**src/rtl/serr_pkg.sv**
```systemverilog
package serr_pkg;
  localparam int unsigned REG_W        = 16;
  localparam int unsigned OFS_W        = 8;
  localparam int unsigned EVT_COUNT    = 3;
  localparam int unsigned EVT_LSB      = 1;
  localparam int unsigned CMD_SERR_BIT = 8;
  localparam int unsigned SEC_SERR_BIT = 14;

  localparam logic [OFS_W-1:0] OFS_CMD  = 8'h04;
  localparam logic [OFS_W-1:0] OFS_SEC  = 8'h1E;
  localparam logic [OFS_W-1:0] OFS_DIS  = 8'h64;
  localparam logic [OFS_W-1:0] OFS_STAT = 8'h6A;

  typedef enum logic [2:0] {
    SEL_NONE,
    SEL_CMD,
    SEL_SEC,
    SEL_DIS,
    SEL_STAT
  } reg_sel_e;
endpackage

```
**src/rtl/serr_addr_dec.sv**
```systemverilog
module serr_addr_dec #(
  parameter int unsigned ADDR_W = serr_pkg::OFS_W
) (
  input  logic              reg_wr,
  input  logic [ADDR_W-1:0] reg_addr,
  output serr_pkg::reg_sel_e sel,
  output logic              we_cmd,
  output logic              we_dis,
  output logic              we_stat,
  output logic              we_sec
);
  localparam logic [ADDR_W-1:0] A_CMD  = ADDR_W'(serr_pkg::OFS_CMD);
  localparam logic [ADDR_W-1:0] A_SEC  = ADDR_W'(serr_pkg::OFS_SEC);
  localparam logic [ADDR_W-1:0] A_DIS  = ADDR_W'(serr_pkg::OFS_DIS);
  localparam logic [ADDR_W-1:0] A_STAT = ADDR_W'(serr_pkg::OFS_STAT);

  always_comb begin
    if (reg_addr == A_CMD)       sel = serr_pkg::SEL_CMD;
    else if (reg_addr == A_SEC)  sel = serr_pkg::SEL_SEC;
    else if (reg_addr == A_DIS)  sel = serr_pkg::SEL_DIS;
    else if (reg_addr == A_STAT) sel = serr_pkg::SEL_STAT;
    else                         sel = serr_pkg::SEL_NONE;
  end

  assign we_cmd  = reg_wr && (sel == serr_pkg::SEL_CMD);
  assign we_dis  = reg_wr && (sel == serr_pkg::SEL_DIS);
  assign we_stat = reg_wr && (sel == serr_pkg::SEL_STAT);
  assign we_sec  = reg_wr && (sel == serr_pkg::SEL_SEC);
endmodule

```
**src/rtl/serr_ctrl_regs.sv**
```systemverilog
module serr_ctrl_regs #(
  parameter int unsigned N_EVT = serr_pkg::EVT_COUNT
) (
  input  logic             clk,
  input  logic             rst_n,
  input  logic             we_cmd,
  input  logic             we_dis,
  input  logic             wr_serr_en,
  input  logic [N_EVT-1:0] wr_dis,
  output logic             serr_en_q,
  output logic [N_EVT-1:0] dis_q
);
  always_ff @(posedge clk or negedge rst_n) begin
    if (!rst_n) begin
      serr_en_q <= 1'b0;
    end else if (we_cmd) begin
      serr_en_q <= wr_serr_en;
    end
  end

  always_ff @(posedge clk or negedge rst_n) begin
    if (!rst_n) begin
      dis_q <= '0;
    end else if (we_dis) begin
      dis_q <= wr_dis;
    end
  end
endmodule

```
**src/rtl/serr_evt_status.sv**
```systemverilog
module serr_evt_status #(
  parameter int unsigned N_EVT = serr_pkg::EVT_COUNT
) (
  input  logic             clk,
  input  logic             rst_n,
  input  logic [N_EVT-1:0] err_evt,
  input  logic [N_EVT-1:0] dis_q,
  input  logic             we_stat,
  input  logic [N_EVT-1:0] clr_mask,
  output logic [N_EVT-1:0] stat_q,
  output logic             any_report
);
  logic [N_EVT-1:0] live;

  assign live       = err_evt & ~dis_q;
  assign any_report = |live;

  for (genvar i = 0; i < N_EVT; i++) begin : g_bit
    logic clr_i;
    assign clr_i = we_stat && clr_mask[i];
    always_ff @(posedge clk or negedge rst_n) begin
      if (!rst_n) begin
        stat_q[i] <= 1'b0;
      end else if (live[i]) begin
        stat_q[i] <= 1'b1;
      end else if (clr_i) begin
        stat_q[i] <= 1'b0;
      end
    end
  end
endmodule

```
**src/rtl/serr_signal_gen.sv**
```systemverilog
module serr_signal_gen (
  input  logic clk,
  input  logic rst_n,
  input  logic any_report,
  input  logic serr_en_q,
  input  logic we_sec,
  input  logic sec_clr_bit,
  output logic serr_n,
  output logic sec_flag_q
);
  logic fire;

  assign fire = any_report && serr_en_q;

  always_ff @(posedge clk or negedge rst_n) begin
    if (!rst_n) begin
      serr_n <= 1'b1;
    end else begin
      serr_n <= !fire;
    end
  end

  always_ff @(posedge clk or negedge rst_n) begin
    if (!rst_n) begin
      sec_flag_q <= 1'b0;
    end else if (fire) begin
      sec_flag_q <= 1'b1;
    end else if (we_sec && sec_clr_bit) begin
      sec_flag_q <= 1'b0;
    end
  end
endmodule

```
**src/rtl/serr_report_ctrl.sv**
```systemverilog
module serr_report_ctrl #(
  parameter int unsigned N_EVT  = serr_pkg::EVT_COUNT,
  parameter int unsigned ADDR_W = serr_pkg::OFS_W,
  parameter int unsigned DATA_W = serr_pkg::REG_W
) (
  input  logic              clk,
  input  logic              rst_n,
  input  logic [N_EVT-1:0]  err_evt,
  input  logic              reg_wr,
  input  logic [ADDR_W-1:0] reg_addr,
  input  logic [DATA_W-1:0] reg_wdata,
  output logic [DATA_W-1:0] reg_rdata,
  output logic              serr_n
);
  localparam int unsigned EVT_LSB  = serr_pkg::EVT_LSB;
  localparam int unsigned CMD_BIT  = serr_pkg::CMD_SERR_BIT;
  localparam int unsigned SEC_BIT  = serr_pkg::SEC_SERR_BIT;

  serr_pkg::reg_sel_e sel;
  logic               we_cmd, we_dis, we_stat, we_sec;
  logic               serr_en_q;
  logic [N_EVT-1:0]   dis_q;
  logic [N_EVT-1:0]   stat_q;
  logic               any_report;
  logic               sec_flag_q;

  serr_addr_dec #(.ADDR_W(ADDR_W)) u_dec (
    .reg_wr  (reg_wr),
    .reg_addr(reg_addr),
    .sel     (sel),
    .we_cmd  (we_cmd),
    .we_dis  (we_dis),
    .we_stat (we_stat),
    .we_sec  (we_sec)
  );

  serr_ctrl_regs #(.N_EVT(N_EVT)) u_regs (
    .clk       (clk),
    .rst_n     (rst_n),
    .we_cmd    (we_cmd),
    .we_dis    (we_dis),
    .wr_serr_en(reg_wdata[CMD_BIT]),
    .wr_dis    (reg_wdata[EVT_LSB +: N_EVT]),
    .serr_en_q (serr_en_q),
    .dis_q     (dis_q)
  );

  serr_evt_status #(.N_EVT(N_EVT)) u_stat (
    .clk       (clk),
    .rst_n     (rst_n),
    .err_evt   (err_evt),
    .dis_q     (dis_q),
    .we_stat   (we_stat),
    .clr_mask  (reg_wdata[EVT_LSB +: N_EVT]),
    .stat_q    (stat_q),
    .any_report(any_report)
  );

  serr_signal_gen u_sig (
    .clk        (clk),
    .rst_n      (rst_n),
    .any_report (any_report),
    .serr_en_q  (serr_en_q),
    .we_sec     (we_sec),
    .sec_clr_bit(reg_wdata[SEC_BIT]),
    .serr_n     (serr_n),
    .sec_flag_q (sec_flag_q)
  );

  always_comb begin
    reg_rdata = '0;
    unique case (sel)
      serr_pkg::SEL_CMD:  reg_rdata[CMD_BIT] = serr_en_q;
      serr_pkg::SEL_SEC:  reg_rdata[SEC_BIT] = sec_flag_q;
      serr_pkg::SEL_DIS:  reg_rdata[EVT_LSB +: N_EVT] = dis_q;
      serr_pkg::SEL_STAT: reg_rdata[EVT_LSB +: N_EVT] = stat_q;
      default:            reg_rdata = '0;
    endcase
  end
endmodule

```
**config.mk**
```make
export PLATFORM = sky130hd
export DESIGN_NAME = serr_report_ctrl
export DESIGN_NICKNAME = d
export VERILOG_FILES = /design/src/rtl/serr_pkg.sv /design/src/rtl/serr_addr_dec.sv /design/src/rtl/serr_ctrl_regs.sv /design/src/rtl/serr_evt_status.sv /design/src/rtl/serr_signal_gen.sv /design/src/rtl/serr_report_ctrl.sv
export SDC_FILE = /design/constraint.sdc
export NUM_CORES = 1
export LEC_CHECK = 0
export ABC_AREA = 1
export BUFFER_PORTS_ARGS = -buffer_cell sky130_fd_sc_hd__buf_4
export CAP_MARGIN = 10
export CORE_MARGIN = 2
export CORE_UTILIZATION = 35
export CTS_CLUSTER_DIAMETER = 100
export DETAILED_ROUTE_END_ITERATION = 7
export GPL_ROUTABILITY_DRIVEN = 0
export PLACE_DENSITY = 0.77
export SLEW_MARGIN = 10
export SYNTH_ARGS = -nofsm -noshare
export SYNTH_HDL_FRONTEND = slang
export SYNTH_SLANG_ARGS = --single-unit
export TNS_END_PERCENT = 20
```
**constraint.sdc**
```tcl
create_clock -name clk -period 1 [get_ports clk]
set_clock_uncertainty 0.2 [all_clocks]
set_input_delay 0.25 -clock clk [delete_from_list [all_inputs] [get_ports clk]]
set_output_delay 0.25 -clock clk [all_outputs]
set_load 0.1 [all_outputs]
```
==> metrics.csv, run 1 <==
metric,value,unit
pin_count,47,
dpl_worst_slack,-706.1,ps
maxCapViolCount,0,
dpl-instance-area,957.2,um2
period_share,153.9,%
cp.arrival,1090,ps
place_hpwl,1275,um
grt_pass1_wl,2663,um
syn_area,655.6,um2
instances_no_fill,154,
fmax,0.6497,GHz
utilization,68.17,%
wl_per_cell,12.25,um
finalHoldViolCount,0,
cts.htree.levels,1,
grt_max_degree,10,
cp-end-kind,primary output,
hold_path.class,primary input to flop,
startpoint,reg_addr[2],
cts_root_buf,clkbuf_4,
firstDrtPassIters,4,
violations,setup timing,
cellPowerDensity,957.3,nW/um2
setup_viol,14,
ant_nets,0,
path_clk_slew,60,ps
placed_cells,145,
antenna_found_initial,0,
reg2reg_to,u_sig.sec_flag_q$_DFFE_PN0P_,
grt_pass1_vias,664,
drt_wl_total,1886,um
design_area,1190,um2
seq_area_frac_synth,34.54,%
whs,9.757,ps
dieArea,2235,um2
finalPower,1.139,mW
synth.ff_latch_count,9,
crit_path_start_kind,primary input,
cp_max_fo,5,
drt_iter0_markers,13,
synth_warnings,0,
area_growth,81.49,%
required,550,ps
status,"finished, violations left",
clk_latency,260,ps
power.leakage,0.5997,nW
gr-usage-met3,3.077,%
fp-row-count,15,
via_count,709,
grt.busiest_layer,met2,
cts_buffers,3,
drive_gt1_share,55.04,%
met1_usage,17.61,%
tritoncts,yes,
setup_slack,-539.3,ps
antennaDiodeCount,0,
drv_slew,0,
grt_usage,17.63,%
vias_per_cell,4.604,
ff2ff_setup_slack,-50,ps
avgSynthCellArea,7.367,um2
rsz0062_at_grt,yes,
grtUsageMet2,32.16,%
crit_type,primary input to primary output,
globalRouteOverflowTotal,0,
endpoint,reg_rdata[3],
cts_max_path_buffers,2,
worstReg2RegStart,u_regs.dis_q[0]$_DFFE_PN0P_,
die_h,47.28,um
drc,0,
rr_worst_depth,5,
start_util,37.56,%
io_buffers,24,
setup_tns,-3631,ps
die_w,47.28,um
final_common_cell,buf_4,
yosysUniqueCellTypes,21,
hold_start,err_evt[2],
final_cell_mix,"25 x buf_4, 21 x nand2_1, 11 x conb_1",
clock-sinks,9,
final.min_clock_period,1539,ps
fin_nets,160,
ir_drop,0.6518,mV
postSynthCellCount,89,
core_area,1745,um2
worst max-delay path, stage by stage:
cell and delay [ps]:
buf_4 120, inv_1 50, nand2_1 70, nor2_4 170, nand3_2 130, o21ai_4 100
buf_12 190
synthesized netlist by cell type:
cell type / count / area, um2
nor3_1: 1 / 5.000
nand3_1: 5 / 25.02
inv_1: 13 / 48.80
nor2_1: 4 / 15.01
nor2_8: 1 / 20.02
dfrtp_1: 8 / 200.2
nor2_4: 1 / 11.26
nand3_4: 1 / 17.52
nand4_1: 4 / 25.02
nand2_4: 1 / 11.26
inv_2: 1 / 3.750
and3_1: 1 / 6.260
buf_4: 11 / 82.58
dfstp_2: 1 / 26.28
conb_1: 1 / 3.750
nand2_2: 2 / 12.51
nor3b_1: 1 / 7.510
nand2_1: 24 / 90.09
o21ai_1: 6 / 30.03
nand3b_1: 1 / 7.510
nor2_2: 1 / 6.260
how the worst min path moves through the flow:
stage,cells after the start,end
2_1_floorplan,0,u_regs.dis_q[0]$_DFFE_PN0P_
3_3_place_gp,1,u_regs.dis_q[1]$_DFFE_PN0P_
3_5_place_dp,1,u_stat.stat_q[2]$_DFFE_PN0P_
4_1_cts,3,u_stat.stat_q[2]$_DFFE_PN0P_
5_1_grt,3,u_stat.stat_q[0]$_DFFE_PN0P_
6_report,3,u_stat.stat_q[2]$_DFFE_PN0P_
sequential cells by signal, summed over array words and instances, names as in the netlist:
register          flops
u_sig.serr_n          1
u_regs.dis_q          3
u_sig.sec_flag_q      1
u_regs.serr_en_q      1
u_stat.stat_q         3
report_power, final:
group	leakage [nW]	total, mW	switching, mW	internal (mW)
sequential	0.103	0.409	0.0168	0.392
combinational	0.482	0.445	0.317	0.128
clock	0.0150	0.285	0.131	0.154
total	0.600	1.14	0.465	0.674
routing by layer:
metal,routed length [um],up-vias
met5,0,-
met4,42,0
met3,90,4
met2,1067,28
met1,685,339
li1,-,338
cell type report:
| class | instances | area (um2) |
|---|---|---|
| fillers | 141 | 555.5 |
| multi-input cells | 65 | 441.7 |
| repair buffers | 37 | 386.6 |
| flip-flops and latches | 9 | 226.5 |
| inverters | 14 | 77.57 |
| well taps | 25 | 31.28 |
| clock buffers | 4 | 26.28 |
kinds of logic after synthesis:
group	Yosys count	share of synthesized area, %
AO/OA/AOI/OAI	6	4.580
buffers and inverters	25	20.61
flip-flops	9	34.54
other	1	0.5720
AND/OR/NAND/NOR	48	39.69
timing repair:
action / in CTS / in global routing
endpoints found under the setup margin: 14 / 15
hold endpoints to repair: 9 / 0
buffers inserted: 1 / 3
resized for setup: 40 / 6
hold buffers: 1 / 0
pin swaps: 7 / 5
gates cloned: 0 / 0
Note: power is estimated with default switching activity, not from simulation.
==> run 2, diff against run 1 <==
--- a/config.mk
+++ b/config.mk
@@ -6,7 +6,7 @@
 export NUM_CORES = 1
 export LEC_CHECK = 0
 export ABC_AREA = 1
-export BUFFER_PORTS_ARGS = -buffer_cell sky130_fd_sc_hd__buf_4
+export BUFFER_PORTS_ARGS = -buffer_cell sky130_fd_sc_hd__buf_2
 export CAP_MARGIN = 10
 export CORE_MARGIN = 2
 export CORE_UTILIZATION = 35
==> run 2 against run 1 <==
The run still ends with setup timing left. Final cell count down 0.65%. Design area decreased by 3.0%. Utilization shrank 2.1 points. Clock-buffer cell count unchanged. Fmax fell by 1.3%. Setup slack worse by 20 ps. Sequential power is essentially flat. Combinational power is 4% lower. Sequential share of layout area up 0.60 points. Critical path depth unchanged. First-iteration DRC count shrank 31%. Critical endpoint is now reg_rdata[8]. Largest cell class unchanged.
==> metrics.csv, run 2 (same netlist as run 1, synthesis figures left out) <==
metric,value,unit,change
grt_pass1_wl,2401,um,-9.8%
wl_met3,81,um,-10%
design_area,1154,um2,-3.0%
ant_nets,0,,unchanged
drive_gt1_share,55.47,%,+0.43 points
required,550,ps,about the same
die_h,47.28,um,unchanged
die_w,47.28,um,unchanged
setup_viol,14,,unchanged
vias_per_cell,4.497,,-2.3%
clock-sinks,9,,unchanged
antenna_found_initial,0,,unchanged
drv_slew,0,,unchanged
final_cell_mix,"19 x nand2_1, 12 x buf_4, 11 x conb_1, 11 x buf_2, 8 x dfrtp_1",,
rsz0062_at_grt,yes,,
tritoncts,yes,,
core_area,1745,um2,unchanged
period_share,155.9,%,+2.0 points
hold_path.class,primary input to flop,,
crit_path_start_kind,primary input,,
start_util,37.56,%,unchanged
top_regs,"u_regs.dis_q (3), u_stat.stat_q (3)",,
area_growth,75.95,%,
cp_max_fo,3,,-2
power.leakage,0.5828,nW,-2.8%
cp_cell_sequence,buf_6 -> inv_12 -> nand2_4 -> nor2_4 -> inv_2 -> nor3b_4 -> buf_12,,
dpl-instance-area,987.2,um2,+3.1%
antennaDiodeCount,0,,unchanged
io_buffers,24,,unchanged
globalRouteOverflowTotal,0,,unchanged
grt_usage,15.51,%,-2.1 points
place_hpwl,1266,um,-0.69%
dieArea,2235,um2,unchanged
utilization,66.09,%,-2.1 points
cts_root_buf,clkbuf_4,,
rr_worst_depth,6,,+1
dr_wl_met2,907,um,-15%
violations,setup timing,,
drt_iter0_markers,9,,-4
wl_per_cell,10.95,um,-11%
cts_max_path_buffers,2,,unchanged
fp-row-count,15,,unchanged
via_count,688,,-3.0%
finalHoldViolCount,0,,unchanged
hold_depth,3,,unchanged
grt_max_degree,10,,unchanged
grt_pass1_vias,620,,-6.6%
fin_nets,159,,-0.63%
firstDrtPassIters,5,,+1
cellPowerDensity,970.2,nW/um2,+1.3%
drt-met1-wl,646,um,-5.7%
clk_latency,270,ps,about the same
drc,0,,unchanged
ir_drop,0.7752,mV,+19%
fmax,0.6415,GHz,-1.3%
maxCapViolCount,0,,unchanged
drt_wl_total,1676,um,-11%
crit_type,primary input to primary output,,
final.min_clock_period,1559,ps,+19.51 ps
cts.htree.levels,1,,unchanged
cp-end-kind,primary output,,
crit_slowest_cell,nor3b_4,,
slowest_delay,240,ps,+50 ps
cts_buffers,3,,unchanged
cp.arrival,1110,ps,+20 ps
routed.top_layer,met4,,
final_common_cell,nand2_1,,
path_clk_slew,60,ps,about the same
status,"finished, violations left",,
setup_slack,-558.8,ps,-19.51 ps
pin_count,47,,unchanged
run 2: changes by cell type in the layout (fill, tap and decap cells not counted), moves of 2 or more:
cell / change
buf_2: +11
buf_4: -13
nand2_1: -2
nand2_2: +2
run 2: per-layer routing:
| metal | global-route usage [%] | up-vias |
|---|---|---|
| met3 | 2.692 | 4 |
| met1 | 17.80 | 324 |
| met5 | 0 | - |
| met4 | 10.00 | 0 |
| li1 | - | 335 |
| met2 | 26.22 | 25 |
run 2: final timing paths:
path                       slack [ps]                            to                    startpoint
hold reg to reg                   290  u_sig.sec_flag_q$_DFFE_PN0P_  u_sig.sec_flag_q$_DFFE_PN0P_
max in group asynchronous         190        u_sig.serr_n$_DFF_PN1_                         rst_n
hold / removal                     10  u_regs.serr_en_q$_DFFE_PN0P_                  reg_wdata[8]
setup reg to reg                  -90  u_sig.sec_flag_q$_DFFE_PN0P_   u_regs.dis_q[0]$_DFFE_PN0P_
min in group asynchronous         160  u_stat.stat_q[1]$_DFFE_PN0P_                         rst_n
setup / recovery                 -560                  reg_rdata[8]                   reg_addr[1]
run 2: cell type report:
type | instances | area (um2)
Clock buffer | 4 | 26.28
Fill cell | 137 | 591.8
Inverter | 14 | 77.57
Multi-Input combinational cell | 65 | 441.7
Sequential cell | 9 | 226.5
Tap cell | 25 | 31.28
Timing Repair Buffer | 36 | 350.3
run 2: stage by stage:
stage	std cells	setup TNS [ps]	setup slack, ps	power (mW)	hold slack [ps]
detailed placement	145	-5955	-674.8	0.7915	-87.89
global placement	145	-5638	-642.6	0.7862	-91.11
finish	153	-3774	-558.8	1.119	10.58
global route	153	-4489	-589.0	1.163	26.24
CTS	152	-3650	-591.4	1.101	14.15
floorplan	99	-4350	-845.9	0.7232	-245.6
run 2: worst max-delay path, delay by kind of cell:
kind	cells	cell delay, ps
and+or+nand+nor	3	420
buffers and inverters	4	420
run 2: where the power goes:
| part | internal (mW) | switching (mW) | total, mW |
|---|---|---|---|
| registers | 0.392 | 0.0150 | 0.407 |
| clock network | 0.154 | 0.131 | 0.285 |
| logic | 0.114 | 0.314 | 0.428 |
| total | 0.660 | 0.460 | 1.12 |
run 2: what timing repair did:
action / 4_1_cts / 5_1_grt
gates cloned: 0 / 0
setup endpoints to repair: 12 / 14
hold buffers: 1 / 0
gates resized for setup: 18 / 14
pin swaps: 8 / 8
buffers inserted: 2 / 1
endpoints found under the hold margin: 9 / 0
==> run 3, diff against run 2 <==
--- a/config.mk
+++ b/config.mk
@@ -6,7 +6,7 @@
 export NUM_CORES = 1
 export LEC_CHECK = 0
 export ABC_AREA = 1
-export BUFFER_PORTS_ARGS = -buffer_cell sky130_fd_sc_hd__buf_2
+export BUFFER_PORTS_ARGS = -buffer_cell sky130_fd_sc_hd__clkbuf_2
 export CAP_MARGIN = 10
 export CORE_MARGIN = 2
 export CORE_UTILIZATION = 35
==> run 3 against run 2 <==
Worst hold slack better by 12 ps. Highest routed layer unchanged. Critical path depth stayed put. Non-clock buffer count is 1 higher. Critical path type unchanged. The flow still finishes with violations (setup timing). First-iteration DRC count is 44% higher.
==> metrics.csv, run 3 (same netlist as run 1, synthesis figures left out) <==
metric,value,unit,change
status,"finished, violations left",,
violations,setup timing,,
setup_slack,-562.7,ps,-3.931 ps
cts_root_buf,clkbuf_4,,
dpl-instance-area,1002,um2,+1.5%
io_buffers,24,,unchanged
design_area,1171,um2,+1.5%
top_regs,"u_regs.dis_q (3), u_stat.stat_q (3)",,
cts_max_path_buffers,2,,unchanged
fillCellCount,146,,+6.6%
drive_gt1_share,58.14,%,+2.7 points
utilization,67.10,%,+1.0 points
tritoncts,yes,,
pin_count,47,,unchanged
maxCapViolCount,0,,unchanged
cts_buffers,3,,unchanged
vias_per_cell,4.487,,-0.22%
hold_path.class,primary input to flop,,
final_cell_mix,"17 x nand2_1, 14 x clkbuf_2, 11 x conb_1",,
crit_slowest_cell,nor3b_4,,
grt_max_degree,10,,unchanged
drc,0,,unchanged
drt_wl_total,1753,um,+4.6%
grt_pass1_vias,651,,+5.0%
finalHoldViolCount,0,,unchanged
cp_max_fo,3,,unchanged
setup_tns,-3550,ps,+224.4 ps
final_common_cell,nand2_1,,
setup_viol,14,,unchanged
fin_nets,160,,+0.63%
cellPowerDensity,962.2,nW/um2,-0.82%
drv_slew,0,,unchanged
clk_latency,260,ps,about the same
dieArea,2235,um2,unchanged
start_util,37.56,%,unchanged
globalRouteOverflowTotal,0,,unchanged
core_area,1745,um2,unchanged
die_w,47.28,um,unchanged
crit_path_start_kind,primary input,,
grt_usage,15.88,%,+0.38 points
final.min_clock_period,1563,ps,+3.931 ps
ant_nets,0,,unchanged
fp-row-count,15,,unchanged
die_h,47.28,um,unchanged
antennaDiodeCount,0,,unchanged
fmax,0.6399,GHz,-0.25%
drt_iter0_markers,13,,+4
firstDrtPassIters,4,,-1
via_count,691,,+0.44%
period_share,156.3,%,+0.39 points
path_clk_slew,70,ps,about the same
cts.htree.levels,1,,unchanged
cp.arrival,1110,ps,about the same
ir_drop,0.9371,mV,+21%
slowest_delay,230,ps,about the same
clock-sinks,9,,unchanged
place_hpwl,1352,um,+6.7%
area_growth,78.63,%,
required,550,ps,about the same
antenna_found_initial,0,,unchanged
cp-end-kind,primary output,,
crit_type,primary input to primary output,,
grt_pass1_wl,2490,um,+3.7%
dpl_worst_slack,-665.1,ps,+9.721 ps
cp_cell_sequence,buf_8 -> inv_8 -> nand2_4 -> nor2_4 -> inv_2 -> nor3b_4 -> buf_12,,
rsz0062_at_grt,yes,,
power.leakage,0.5931,nW,+1.8%
wl_per_cell,11.38,um,+3.9%
## run 3: through the flow
| stage | power [mW] | hold WS [ps] | std cells |
|---|---|---|---|
| floorplan | 0.7232 | -245.6 | 99 |
| global placement | 0.7896 | -78.42 | 147 |
| detailed placement | 0.7967 | -75.46 | 147 |
| CTS | 1.102 | 24.55 | 154 |
| global route | 1.182 | 35.99 | 154 |
| finish | 1.127 | 22.80 | 154 |
## run 3: critical path: cells and delay by family
kind                   cells  cell delay (ps)
buffers and inverters      4              420
AND/OR/NAND/NOR            3              440
## run 3: metal layers
layer  vias to the layer above  share of wire [%]  GRT usage [%]
met5                         -                  0              0
li1                        340                  -              -
met1                       318                 37          16.59
met2                        31                 57          31.62
met4                         0                1.1          6.111
met3                         2                5.4          1.538
## run 3: power by group
part	switching [mW]	internal (mW)
clock network	0.130	0.154
registers	0.0139	0.391
logic	0.321	0.117
## run 3: what timing repair did
| action | CTS | global route |
|---|---|---|
| endpoints found under the setup margin | 15 | 15 |
| setup buffers | 2 | 0 |
| hold buffers | 1 | 0 |
| hold endpoints to repair | 9 | 0 |
| gates resized for setup | 11 | 25 |
| pin swaps | 5 | 9 |
## run 3: area by class of cell
| cell class | count | area (um2) | share of cell area (%) |
|---|---|---|---|
| flip-flops and latches | 9 | 226.5 | 19.34 |
| inverters | 14 | 75.07 | 6.410 |
| clock buffers | 4 | 26.28 | 2.244 |
| repair buffers | 37 | 357.8 | 30.56 |
| multi-input cells | 65 | 454.2 | 38.78 |
| well taps | 25 | 31.28 | 2.671 |
## run 3: final timing paths
path | slack, ps | cells after the start | startpoint | to
min in group asynchronous | 200 | 2 | rst_n | u_stat.stat_q[1]$_DFFE_PN0P_
setup reg to reg | -30 | 5 | u_regs.dis_q[1]$_DFFE_PN0P_ | u_sig.sec_flag_q$_DFFE_PN0P_
hold / removal | 20 | 3 | reg_wdata[3] | u_regs.dis_q[2]$_DFFE_PN0P_
max in group asynchronous | 130 | 2 | rst_n | u_sig.serr_n$_DFF_PN1_
hold reg to reg | 280 | 2 | u_sig.sec_flag_q$_DFFE_PN0P_ | u_sig.sec_flag_q$_DFFE_PN0P_
setup / recovery | -560 | 7 | reg_addr[0] | reg_rdata[8]
